## config.mk

```make
export PLATFORM = sky130hd
export DESIGN_NAME = burst_sram_front
export DESIGN_NICKNAME = d
export VERILOG_FILES = /design/src/rtl/burst_sram_front_pkg.sv /design/src/rtl/burst_sram_front_ctrl.sv /design/src/rtl/burst_sram_front_dpath.sv /design/src/rtl/burst_sram_front.sv
export SDC_FILE = /design/constraint.sdc
export NUM_CORES = 1
export LEC_CHECK = 0
export BUFFER_PORTS_ARGS = -buffer_cell sky130_fd_sc_hd__buf_2
export CORE_MARGIN = 3
export CORE_UTILIZATION = 40
export DETAILED_ROUTE_END_ITERATION = 6
export PLACE_DENSITY = 0.76
export SYNTH_ARGS = -nofsm -noshare
export SYNTH_HDL_FRONTEND = slang
export SYNTH_SLANG_ARGS = --single-unit
```

## constraint.sdc

```tcl
create_clock -name clk -period 1.8 [get_ports clk]
set_input_delay 0.27 -clock clk [delete_from_list [all_inputs] [get_ports clk]]
set_output_delay 0.27 -clock clk [all_outputs]
set_load 0.02 [all_outputs]
```

## src/rtl/burst_sram_front_pkg.sv

```systemverilog
package burst_sram_front_pkg;

  typedef enum logic [2:0] {
    KIND_IDLE  = 3'd0,
    KIND_DESEL = 3'd1,
    KIND_READ  = 3'd2,
    KIND_WRITE = 3'd3,
    KIND_BURST = 3'd4
  } cycle_kind_e;

  // Strobes from the control side to the datapath
  typedef struct packed {
    logic loadAddr;   // accepted access start at this edge
    logic captureWr;  // a write is taken at this edge
    logic readActive; // registered: a read is in progress
  } ctrl_strobes_t;

endpackage

```

## src/rtl/burst_sram_front_ctrl.sv

```systemverilog
module burst_sram_front_ctrl
  import burst_sram_front_pkg::*;
(
  input  logic          clk,
  input  logic          rstN,
  input  logic          csN0,
  input  logic          cs1,
  input  logic          csN2,
  input  logic          hostStrobeN,
  input  logic          ctrlStrobeN,
  input  logic          advN,
  input  logic          wrDetect,
  output ctrl_strobes_t strobes,
  output cycle_kind_e   kindQ,
  output logic          wrEnQ,
  output logic          rdEnQ,
  output logic          burstQ
);

  logic        chipSel;
  logic        hostEvt;
  logic        ctrlEvt;
  logic        strobeEvt;
  logic        pendingQ;
  logic        readActiveQ;
  logic        readActiveNext;
  cycle_kind_e nextKind;

  assign chipSel   = !csN0 && cs1 && !csN2;
  assign hostEvt   = !hostStrobeN && !csN0;
  assign ctrlEvt   = !ctrlStrobeN && hostStrobeN;
  assign strobeEvt = hostEvt || ctrlEvt;

  always_comb begin
    nextKind = KIND_IDLE;
    if (strobeEvt) begin
      if (!chipSel)      nextKind = KIND_DESEL;
      else if (hostEvt)  nextKind = KIND_READ;
      else if (wrDetect) nextKind = KIND_WRITE;
      else               nextKind = KIND_READ;
    end else if (pendingQ && wrDetect) begin
      nextKind = KIND_WRITE;
    end else if (!advN) begin
      nextKind = KIND_BURST;
    end
  end

  always_comb begin
    readActiveNext = readActiveQ;
    unique case (nextKind)
      KIND_DESEL, KIND_WRITE: readActiveNext = 1'b0;
      KIND_READ:              readActiveNext = 1'b1;
      default:                readActiveNext = readActiveQ;
    endcase
  end

  always_ff @(posedge clk or negedge rstN) begin
    if (!rstN) begin
      kindQ       <= KIND_IDLE;
      pendingQ    <= 1'b0;
      readActiveQ <= 1'b0;
      wrEnQ       <= 1'b0;
      rdEnQ       <= 1'b0;
      burstQ      <= 1'b0;
    end else begin
      kindQ       <= nextKind;
      pendingQ    <= hostEvt && chipSel;
      readActiveQ <= readActiveNext;
      wrEnQ       <= (nextKind == KIND_WRITE);
      rdEnQ       <= (nextKind == KIND_READ) ||
                     ((nextKind == KIND_BURST) && readActiveQ);
      burstQ      <= (nextKind == KIND_BURST);
    end
  end

  assign strobes.loadAddr   = strobeEvt && chipSel;
  assign strobes.captureWr  = (nextKind == KIND_WRITE);
  assign strobes.readActive = readActiveQ;

  // a host start is a read whatever the controller strobe and write inputs do
  assert_host_wins_R4: assert property (@(posedge clk) disable iff (!rstN)
    (!hostStrobeN && !csN0 && cs1 && !csN2) |=> (kindQ == KIND_READ && !wrEnQ));

  // a gated host strobe never starts or deselects
  assert_host_gated_R3: assert property (@(posedge clk) disable iff (!rstN)
    (!hostStrobeN && csN0) |=> (kindQ != KIND_READ && kindQ != KIND_DESEL));

  // pending host write commits when nothing new is accepted
  assert_host_commit_R6: assert property (@(posedge clk) disable iff (!rstN)
    (pendingQ && wrDetect && hostStrobeN && ctrlStrobeN) |=> wrEnQ);

  // burst steps only follow a low advance
  assert_burst_adv_R10: assert property (@(posedge clk) disable iff (!rstN)
    burstQ |-> $past(!advN));

  // a write leaves no read active for the bus driver
  assert_write_ends_read_R9: assert property (@(posedge clk) disable iff (!rstN)
    (kindQ == KIND_WRITE) |-> !readActiveQ);

endmodule

```

## src/rtl/burst_sram_front_dpath.sv

```systemverilog
module burst_sram_front_dpath
  import burst_sram_front_pkg::*;
#(
  parameter int ADDR_W    = 19,
  parameter int NUM_BYTES = 4,
  parameter int BYTE_W    = 9,
  localparam int DATA_W   = NUM_BYTES * BYTE_W
) (
  input  logic                 clk,
  input  logic                 rstN,
  input  ctrl_strobes_t        strobes,
  input  logic [ADDR_W-1:0]    addrIn,
  input  logic                 allWrN,
  input  logic                 byteWrEnN,
  input  logic [NUM_BYTES-1:0] byteSelN,
  input  logic                 oeN,
  input  logic [DATA_W-1:0]    dqIn,
  input  logic [DATA_W-1:0]    coreRdData,
  output logic                 wrDetect,
  output logic [ADDR_W-1:0]    coreAddr,
  output logic [DATA_W-1:0]    coreWrData,
  output logic [NUM_BYTES-1:0] coreByteWr,
  output logic [DATA_W-1:0]    dqOut,
  output logic                 dqDrive
);

  logic [NUM_BYTES-1:0] maskNow;

  for (genvar lane = 0; lane < NUM_BYTES; lane++) begin : gLane
    assign maskNow[lane] = !allWrN || (!byteWrEnN && !byteSelN[lane]);

    always_ff @(posedge clk or negedge rstN) begin
      if (!rstN) begin
        coreWrData[lane*BYTE_W +: BYTE_W] <= '0;
        coreByteWr[lane]                  <= 1'b0;
      end else begin
        coreByteWr[lane] <= strobes.captureWr && maskNow[lane];
        if (strobes.captureWr)
          coreWrData[lane*BYTE_W +: BYTE_W] <= dqIn[lane*BYTE_W +: BYTE_W];
      end
    end
  end

  assign wrDetect = |maskNow;

  always_ff @(posedge clk or negedge rstN) begin
    if (!rstN)                 coreAddr <= '0;
    else if (strobes.loadAddr) coreAddr <= addrIn;
  end

  assign dqDrive = !oeN && strobes.readActive && !wrDetect;
  assign dqOut   = coreRdData;

  // the global write sets every lane at the edge after capture
  assert_global_all_R8: assert property (@(posedge clk) disable iff (!rstN)
    (strobes.captureWr && !allWrN) |=> (&coreByteWr));

endmodule

```

## src/rtl/burst_sram_front.sv

```systemverilog
module burst_sram_front
  import burst_sram_front_pkg::*;
#(
  parameter int ADDR_W    = 19,
  parameter int NUM_BYTES = 4,
  parameter int BYTE_W    = 9,
  localparam int DATA_W   = NUM_BYTES * BYTE_W
) (
  input  logic                 clk,
  input  logic                 rstN,
  input  logic [ADDR_W-1:0]    addrIn,
  input  logic                 csN0,
  input  logic                 cs1,
  input  logic                 csN2,
  input  logic                 hostStrobeN,
  input  logic                 ctrlStrobeN,
  input  logic                 advN,
  input  logic                 allWrN,
  input  logic                 byteWrEnN,
  input  logic [NUM_BYTES-1:0] byteSelN,
  input  logic                 oeN,
  input  logic [DATA_W-1:0]    dqIn,
  input  logic [DATA_W-1:0]    coreRdData,
  output logic [DATA_W-1:0]    dqOut,
  output logic                 dqDrive,
  output logic [ADDR_W-1:0]    coreAddr,
  output logic [DATA_W-1:0]    coreWrData,
  output logic [NUM_BYTES-1:0] coreByteWr,
  output logic                 coreWrEn,
  output logic                 coreRdEn,
  output logic                 burstStep,
  output logic [2:0]           cycleKind
);

  ctrl_strobes_t strobes;
  cycle_kind_e   kindQ;
  logic          wrDetect;

  burst_sram_front_ctrl ctrl_i (
    .clk         (clk),
    .rstN        (rstN),
    .csN0        (csN0),
    .cs1         (cs1),
    .csN2        (csN2),
    .hostStrobeN (hostStrobeN),
    .ctrlStrobeN (ctrlStrobeN),
    .advN        (advN),
    .wrDetect    (wrDetect),
    .strobes     (strobes),
    .kindQ       (kindQ),
    .wrEnQ       (coreWrEn),
    .rdEnQ       (coreRdEn),
    .burstQ      (burstStep)
  );

  burst_sram_front_dpath #(
    .ADDR_W    (ADDR_W),
    .NUM_BYTES (NUM_BYTES),
    .BYTE_W    (BYTE_W)
  ) dpath_i (
    .clk        (clk),
    .rstN       (rstN),
    .strobes    (strobes),
    .addrIn     (addrIn),
    .allWrN     (allWrN),
    .byteWrEnN  (byteWrEnN),
    .byteSelN   (byteSelN),
    .oeN        (oeN),
    .dqIn       (dqIn),
    .coreRdData (coreRdData),
    .wrDetect   (wrDetect),
    .coreAddr   (coreAddr),
    .coreWrData (coreWrData),
    .coreByteWr (coreByteWr),
    .dqOut      (dqOut),
    .dqDrive    (dqDrive)
  );

  assign cycleKind = kindQ;

  // write enable and byte strobes come from separate modules and must agree
  assert_enable_matches_mask_R8: assert property (@(posedge clk) disable iff (!rstN)
    coreWrEn == (coreByteWr != '0));

endmodule

```

==> results of run 1 <==
-- cell usage after synthesis (all sizes together), types with 2 or more instances --
library cell | instances | area share, %
mux2 | 55 | 22
nor3b | 2 | 0.53
and2 | 4 | 0.89
a21o | 2 | 0.53
a211oi | 2 | 0.53
buf | 42 | 12
o21ai | 5 | 0.89
dfrtp | 67 | 60
nand2 | 3 | 0.40
a21oi | 2 | 0.36
-- power groups by stage --
stage          clock (W)  combinational [W]  sequential [W]
2_1_floorplan          0           0.000437         0.00245
3_3_place_gp           0            0.00126         0.00201
3_5_place_dp           0            0.00128         0.00202
4_1_cts          0.00167            0.00129         0.00200
5_1_grt          0.00174            0.00135         0.00204
6_report         0.00163            0.00126         0.00199
-- how the worst max path moves through the flow --
stage	start	to	slack [ns]	cells past startpoint
after floorplan	csN0	dpath_i.coreWrData[27]$_DFFE_PN0N_	0.25	5
after global placement	csN0	dpath_i.coreWrData[34]$_DFFE_PN0N_	0.03	6
after detailed placement	csN0	dpath_i.coreWrData[21]$_DFFE_PN0N_	-0.009	6
after CTS	csN0	dpath_i.coreWrData[21]$_DFFE_PN0N_	0.34	6
after global routing	csN0	dpath_i.coreWrData[21]$_DFFE_PN0N_	0.25	6
final	csN0	dpath_i.coreWrData[18]$_DFFE_PN0N_	0.34	6
-- cells by family (layout without fill, tap and decap cells) --
kind of cell    Yosys count  in the layout
flops                    67             67
compound gates           13             13
buf+inv                  43            160
simple gates             13             13
mux                      56             56
-- per-layer routing --
| metal | global-route usage, % | part of all wire, % | up-vias |
|---|---|---|---|
| li1 | - | - | 846 |
| met1 | 16.28 | 39 | 863 |
| met2 | 22.68 | 48 | 93 |
| met3 | 5.509 | 9.4 | 33 |
| met4 | 7.791 | 3.0 | 0 |
| met5 | 0 | 0 | - |
-- per-stage QoR --
| step | cell area [um^2] | power (W) | hold WS (ns) | TNS, ns |
|---|---|---|---|---|
| finish | 3631 | 0.004881 | 0.1169 | 0 |
| global route | 3631 | 0.005125 | 0.1028 | 0 |
| global placement | 3356 | 0.003271 | 0.3136 | 0 |
| CTS | 3631 | 0.004954 | 0.1014 | 0 |
| floorplan | 2811 | 0.002891 | -0.02559 | 0 |
| detailed placement | 3356 | 0.003307 | 0.3175 | -0.02785 |
-- registers in the layout, indices dropped and copies added, names as in the netlist --
signal and cells:
ctrl_i.burstQ 1, ctrl_i.wrEnQ 1, dpath_i.coreWrData 36, ctrl_i.readActiveQ 1, ctrl_i.rdEnQ 1, ctrl_i.kindQ 3
dpath_i.coreAddr 19, ctrl_i.pendingQ 1, dpath_i.coreByteWr 4
-- worst max-delay path: stages --
cell and delay (ns):
buf_2 0.10, nor3b_1 0.31, nand3b_1 0.18, a21boi_4 0.23, buf_4 0.22, mux2_2 0.35
-- cells in the final DEF, fill, tap and decap left out, drive strengths merged, types with 3 or more instances in the layout --
master,synthesis,final
buf,42,142
dfrtp,67,67
mux2,55,55
clkbuf,0,10
o21ai,5,5
and2,4,4
bufinv,0,4
nand2,3,3
-- layout make-up --
class / count / share of cell area (%)
clock buffer: 10 / 3.515
clock inverter: 6 / 3.790
inverter: 1 / 0.1034
multi-input combinational: 82 / 22.19
sequential: 67 / 46.18
tap: 93 / 3.205
timing repair buffer: 143 / 21.02
-- timing repair --
action	CTS	global route
hold endpoints to repair	67	0
setup endpoints to repair	0	0
hold buffers	1	0
==> flow_summary.ini, run 1 <==
[layout]
fin_cells = 402
seq_area_mm2 = 0.001677
final.fill_count = 553
multi_input_area_um2 = 805.8
drive_above_1_share_pct = 66.99
fin_util_pct = 55.29
area_growth_pct = 29.15
nNetsFinal = 410
num_antenna_cells = 0

[floorplanning]
coreArea_mm2 = 0.006568
die_area_mm2 = 0.008070
rows = 29
dieHeight_um = 89.84
die_w_um = 89.84
io-pin-count = 208
start_util_pct = 42.81

[detailed_routing]
final_antenna_net_count = 0
via_per_inst = 4.565
drt_iter0_markers = 53
wl_mm = 5.530
first_pass_iters = 3
wl_per_cell_um = 13.76
drc = 0
dr_total_vias = 1835

[min_path]
min_path_cells = 2
hold_start = advN
hold_class = primary input to flip-flop
min_to = ctrl_i.burstQ$_DFF_PN0_

[clock_tree]
cts_root_buffer = clkbuf_8
path_clk_slew_ns = 0.07
worstSkewPairLatency_ns = 0.33
cts_resized = 0
cts_buffers = 9
post_cts_buffers = 0
cts_tree = yes
cts.sinks = 67
cts_htree_levels = 3
cts_max_path_buffers = 2

[worst_setup_path]
crit_arrival_ns = 1.67
reg2reg_to = dpath_i.coreWrData[18]$_DFFE_PN0N_
crit_required_ns = 2.01
rrSetupSlack_ns = 0.42
reg2reg_from = ctrl_i.pendingQ$_DFF_PN0_
critical_path_class = primary input to flip-flop
end_kind = flip-flop
crit_fanout = 12
crit_path_start_kind = primary input
r2r_cells = 4

[sta]
skew_ns = 0.007107
setup_slack_ns = 0.3427
hold_violations = 0
fin_crit_sh_pct = 80.96
min_period_ns = 1.457
maxSlewViolCount = 0
worst_pin_slew_ns = 0.3421
timing.final.setup_violations = 0
fmax_mhz = 686.2
max-slew-margin-rel_pct = 77.19
rsz0062_at_grt = false

[global_route]
grtUsageTotal_pct = 14.15
overflow = 0
grt_max_degree = 68
grt_pass1_wl_mm = 9.128
antenna_found_initial = 0
grt_pass1_vias = 1881

[synthesis]
yosys_warnings = 0
yosysSeqAreaShare_pct = 59.64
synthMuxAreaShare_pct = 22.39
ys_ff_latch = 67
synth-xor-area-share_pct = 0
synth_edf_count = 0
synth_top_family_by_area = multiplexers
async_flop_share_pct = 100.0
synth_cell_type_count = 21
ys.flop_type = dfrtp_1
synth_compound_area_share_pct = 3.338
syn_nets = 298
syn_avg_cell_area_um2 = 14.64
synth-simple-area-share_pct = 2.937
synth_area_mm2 = 0.002811
yosys.area_share.adder_pct = 0
syn_inst = 192

[power_and_ir_drop]
power.leakage_nw = 1.879
power.density_mw_per_mm2 = 1344
peakVddDrop_uv = 856.0
p_sw_w = 0.001432
internal_power_w = 0.003449
sequentialPowerShare_pct = 40.8
pwr-share-clk_pct = 33.3
p_sw_share_pct = 29.34
pwr-share-comb_pct = 25.9

[run_status]
status = complete, no violations

[placement]
pre_cts_ws_ns = -0.008569
dp_hpwl_mm = 4.208
gp_congestion = 0.6807
io_buffers = 135
place_inst = 385

[flow_run]
drv_cap = 0
Power figures use the tool's default switching activity.
==> run 2, diff against run 1 <==
--- a/config.mk
+++ b/config.mk
@@ -5,9 +5,10 @@
 export SDC_FILE = /design/constraint.sdc
 export NUM_CORES = 1
 export LEC_CHECK = 0
+export ABC_AREA = 1
 export BUFFER_PORTS_ARGS = -buffer_cell sky130_fd_sc_hd__buf_2
 export CORE_MARGIN = 3
-export CORE_UTILIZATION = 40
+export CORE_UTILIZATION = 42
 export DETAILED_ROUTE_END_ITERATION = 6
 export PLACE_DENSITY = 0.76
 export SYNTH_ARGS = -nofsm -noshare
==> constraint.sdc (replaced) <==
create_clock -name clk -period 1.5 [get_ports clk]
set_input_delay 0.225 -clock clk [delete_from_list [all_inputs] [get_ports clk]]
set_output_delay 0.225 -clock clk [all_outputs]
set_load 0.02 [all_outputs]
==> run 2 against run 1 <==
  * Largest power group unchanged
  * Total power is 3.1% higher
  * Register-to-register slack is essentially flat
  * Clock power down 23%
  * Setup slack worse by 0.19 ns
  * Sequential share of layout area decreased by 2.2 points
  * Combinational power rose by 12%
  * Largest cell class unchanged
  * Synthesized area rose by 13%
  * Clock skew shrank 0.0014 ns
  * Via count rose by 30%
==> flow_summary.ini, run 2 <==
[run_status]
status = complete, no violations

[worst_setup_path]
end_kind = output port
cp-startpoint = ctrl_i.readActiveQ$_DFFE_PN0P_
crit_required_ns = 1.27
rrSetupSlack_ns = 0.43
crit_path_end = dqDrive
r2r_cells = 5
reg2reg_from = ctrl_i.pendingQ$_DFF_PN0_
reg2reg_to = dpath_i.coreWrData[22]$_DFFE_PN0N_
crit_fanout = 2
cpMaxStageDelayCell = dfrtp_1
max_stage_delay_ns = 0.35
critical_path_class = flip-flop to output port
crit_arrival_ns = 1.12
cp_cell_sequence = inv_1, nor3_1, buf_2
crit_path_start_kind = flip-flop

[detailed_routing]
via_per_inst = 4.488
final_antenna_net_count = 0
wl_per_cell_um = 12.82
dr_total_vias = 2383
first_pass_iters = 4
drc = 0
wl_mm = 6.809
drt_iter0_markers = 78

[floorplanning]
dieHeight_um = 93.09
io-pin-count = 208
start_util_pct = 43.69
coreArea_mm2 = 0.007292
die_w_um = 93.09
die_area_mm2 = 0.008666
rows = 31

[power_and_ir_drop]
power.leakage_nw = 2.209
sequentialPowerShare_pct = 46.9
pwr-share-comb_pct = 28.1
p_sw_share_pct = 34.63
pwr-share-clk_pct = 25.0
p_sw_w = 0.001743
internal_power_w = 0.003291
peakVddDrop_uv = 567.4
power.density_mw_per_mm2 = 1319

[synthesis]
yosys_warnings = 0
synth_area_mm2 = 0.003186
synth_top_area_share_pct = 52.63
synth_edf_count = 0
syn_nets = 431
synth_cell_type_count = 21
yosysSeqAreaShare_pct = 52.63
async_flop_share_pct = 100.0
syn_avg_cell_area_um2 = 9.802
ys.flop_type = dfrtp_1
synth_area_leaders = dfrtp_1, nand2_1, nand3_2
yosys.area.top_type = dfrtp_1
syn_inst = 325
synth_most_common_cell = nand2_1
synth_common_cells = nand2_1, dfrtp_1, buf_4
ys_ff_latch = 67

[sta]
fin_crit_sh_pct = 89.54
fmax_mhz = 744.6
timing.final.setup_violations = 0
skew_ns = 0.005705
hold_violations = 0
maxSlewViolCount = 0
finalSetupTns_ns = 0
max-slew-margin-rel_pct = 76.39
rsz0062_at_grt = false
setup_slack_ns = 0.1569
worst_pin_slew_ns = 0.3542
min_period_ns = 1.343

[global_route]
grt_pass1_wl_mm = 10.90
antenna_found_initial = 0
grtUsageTotal_pct = 15.95
grt_max_degree = 68
overflow = 0
grt_pass1_vias = 2375

[placement]
post_dp_cell_area_mm2 = 0.003645
pre_cts_ws_ns = 0.08682
gp_congestion = 0.7401
io_buffers = 135
dp_hpwl_mm = 4.983

[clock_tree]
cts_tree = yes
cts_buffers = 9
cts_htree_levels = 3
cts_max_path_buffers = 2
cts.sinks = 67
worstSkewPairLatency_ns = 0.33
path_clk_slew_ns = 0.07
post_cts_buffers = 0
cts_root_buffer = clkbuf_8

[layout]
drive_above_1_share_pct = 46.30
mostFrequentLayoutCell = buf_2
num_antenna_cells = 0
nNetsFinal = 534
final_cell_mix = buf_2, nand2_1, dfrtp_1
area_growth_pct = 19.76
largest_reg_flops = 36
regMostFlops = dpath_i.coreWrData
final.fill_count = 713
finalInstanceArea_mm2 = 0.003815
reg_top3 = dpath_i.coreWrData x36, dpath_i.coreAddr x19, dpath_i.coreByteWr x4
fin_util_pct = 52.32

[flow_run]
drv_cap = 0

[min_path]
hold_class = primary input to flip-flop
[run 2: cell types whose count changed after synthesis, moves of 7 or more]
| cell | change |
|---|---|
| nand2_1 | +131 |
| mux2_1 | -7 |
| mux2_2 | -48 |
| nand3_1 | +7 |
| nand3_2 | +31 |
| nor2_1 | +13 |
[run 2: worst min path at each step]
stage / startpoint / endpoint / slack, ns / cells after the start
CTS: advN / ctrl_i.burstQ$_DFF_PN0_ / 0.04 / 2
finish: advN / ctrl_i.burstQ$_DFF_PN0_ / 0.06 / 2
detailed placement: rstN / dpath_i.coreWrData[7]$_DFFE_PN0N_ / 0.28 / 2
global route: advN / ctrl_i.burstQ$_DFF_PN0_ / 0.05 / 2
global placement: rstN / dpath_i.coreWrData[10]$_DFFE_PN0N_ / 0.27 / 2
floorplan: rstN / ctrl_i.burstQ$_DFF_PN0_ / -0.07 / 0
[run 2: through the flow]
stage,hold WS (ns),instances,total power [W]
5_1_grt,0.04906,531,0.005353
4_1_cts,0.03828,531,0.005111
6_report,0.05674,531,0.005033
2_1_floorplan,-0.07059,325,0.003357
3_3_place_gp,0.2712,515,0.003781
3_5_place_dp,0.2756,515,0.003831
[run 2: power groups by stage]
| stage | Sequential [W] | Combinational, W | Clock (W) |
|---|---|---|---|
| 2_1_floorplan | 0.00284 | 0.000517 | 0 |
| 5_1_grt | 0.00240 | 0.00155 | 0.00140 |
| 3_5_place_dp | 0.00239 | 0.00144 | 0 |
| 4_1_cts | 0.00236 | 0.00144 | 0.00131 |
| 6_report | 0.00236 | 0.00141 | 0.00126 |
| 3_3_place_gp | 0.00238 | 0.00141 | 0 |
[run 2: cell type report]
| type | count | area [um^2] | share of cell area (%) |
|---|---|---|---|
| Multi-Input combinational cell | 198 | 1016 | 26.63 |
| Clock buffer | 12 | 145.1 | 3.805 |
| Tap cell | 99 | 123.9 | 3.247 |
| Inverter | 8 | 30.03 | 0.7871 |
| Clock inverter | 3 | 15.01 | 0.3936 |
| Sequential cell | 67 | 1677 | 43.95 |
| Timing Repair Buffer | 144 | 808.3 | 21.19 |
[run 2: cells by family (layout without fill, tap and decap cells)]
| logic type | Yosys count | in the layout | synth area share [%] |
|---|---|---|---|
| and+or+nand+nor | 196 | 196 | 31.26 |
| DFF | 67 | 67 | 52.63 |
| AOI/OAI and AO/OA | 2 | 2 | 0.6281 |
| buffers and inverters | 60 | 167 | 15.48 |
[run 2: what timing repair did]
item | 4_1_cts | 5_1_grt
resized for setup | 0 | 0
endpoints found under the hold margin | 67 | 0
hold buffers | 1 | 0
[run 2: layer usage]
layer  GRT usage (%)  up-vias  part of all wire (%)
met2           27.17       93                    50
met5               0        -                     0
met3           4.344       22                   7.6
li1                -     1175                     -
met1           18.03     1093                    40
met4           8.913        0                   2.6
[run 2: worst max-delay path: cells and delay by family, from the launching register on]
kind                   cells  cell delay, ns
buffers and inverters      2            0.26
DFF                        1            0.35
and+or+nand+nor            1            0.19
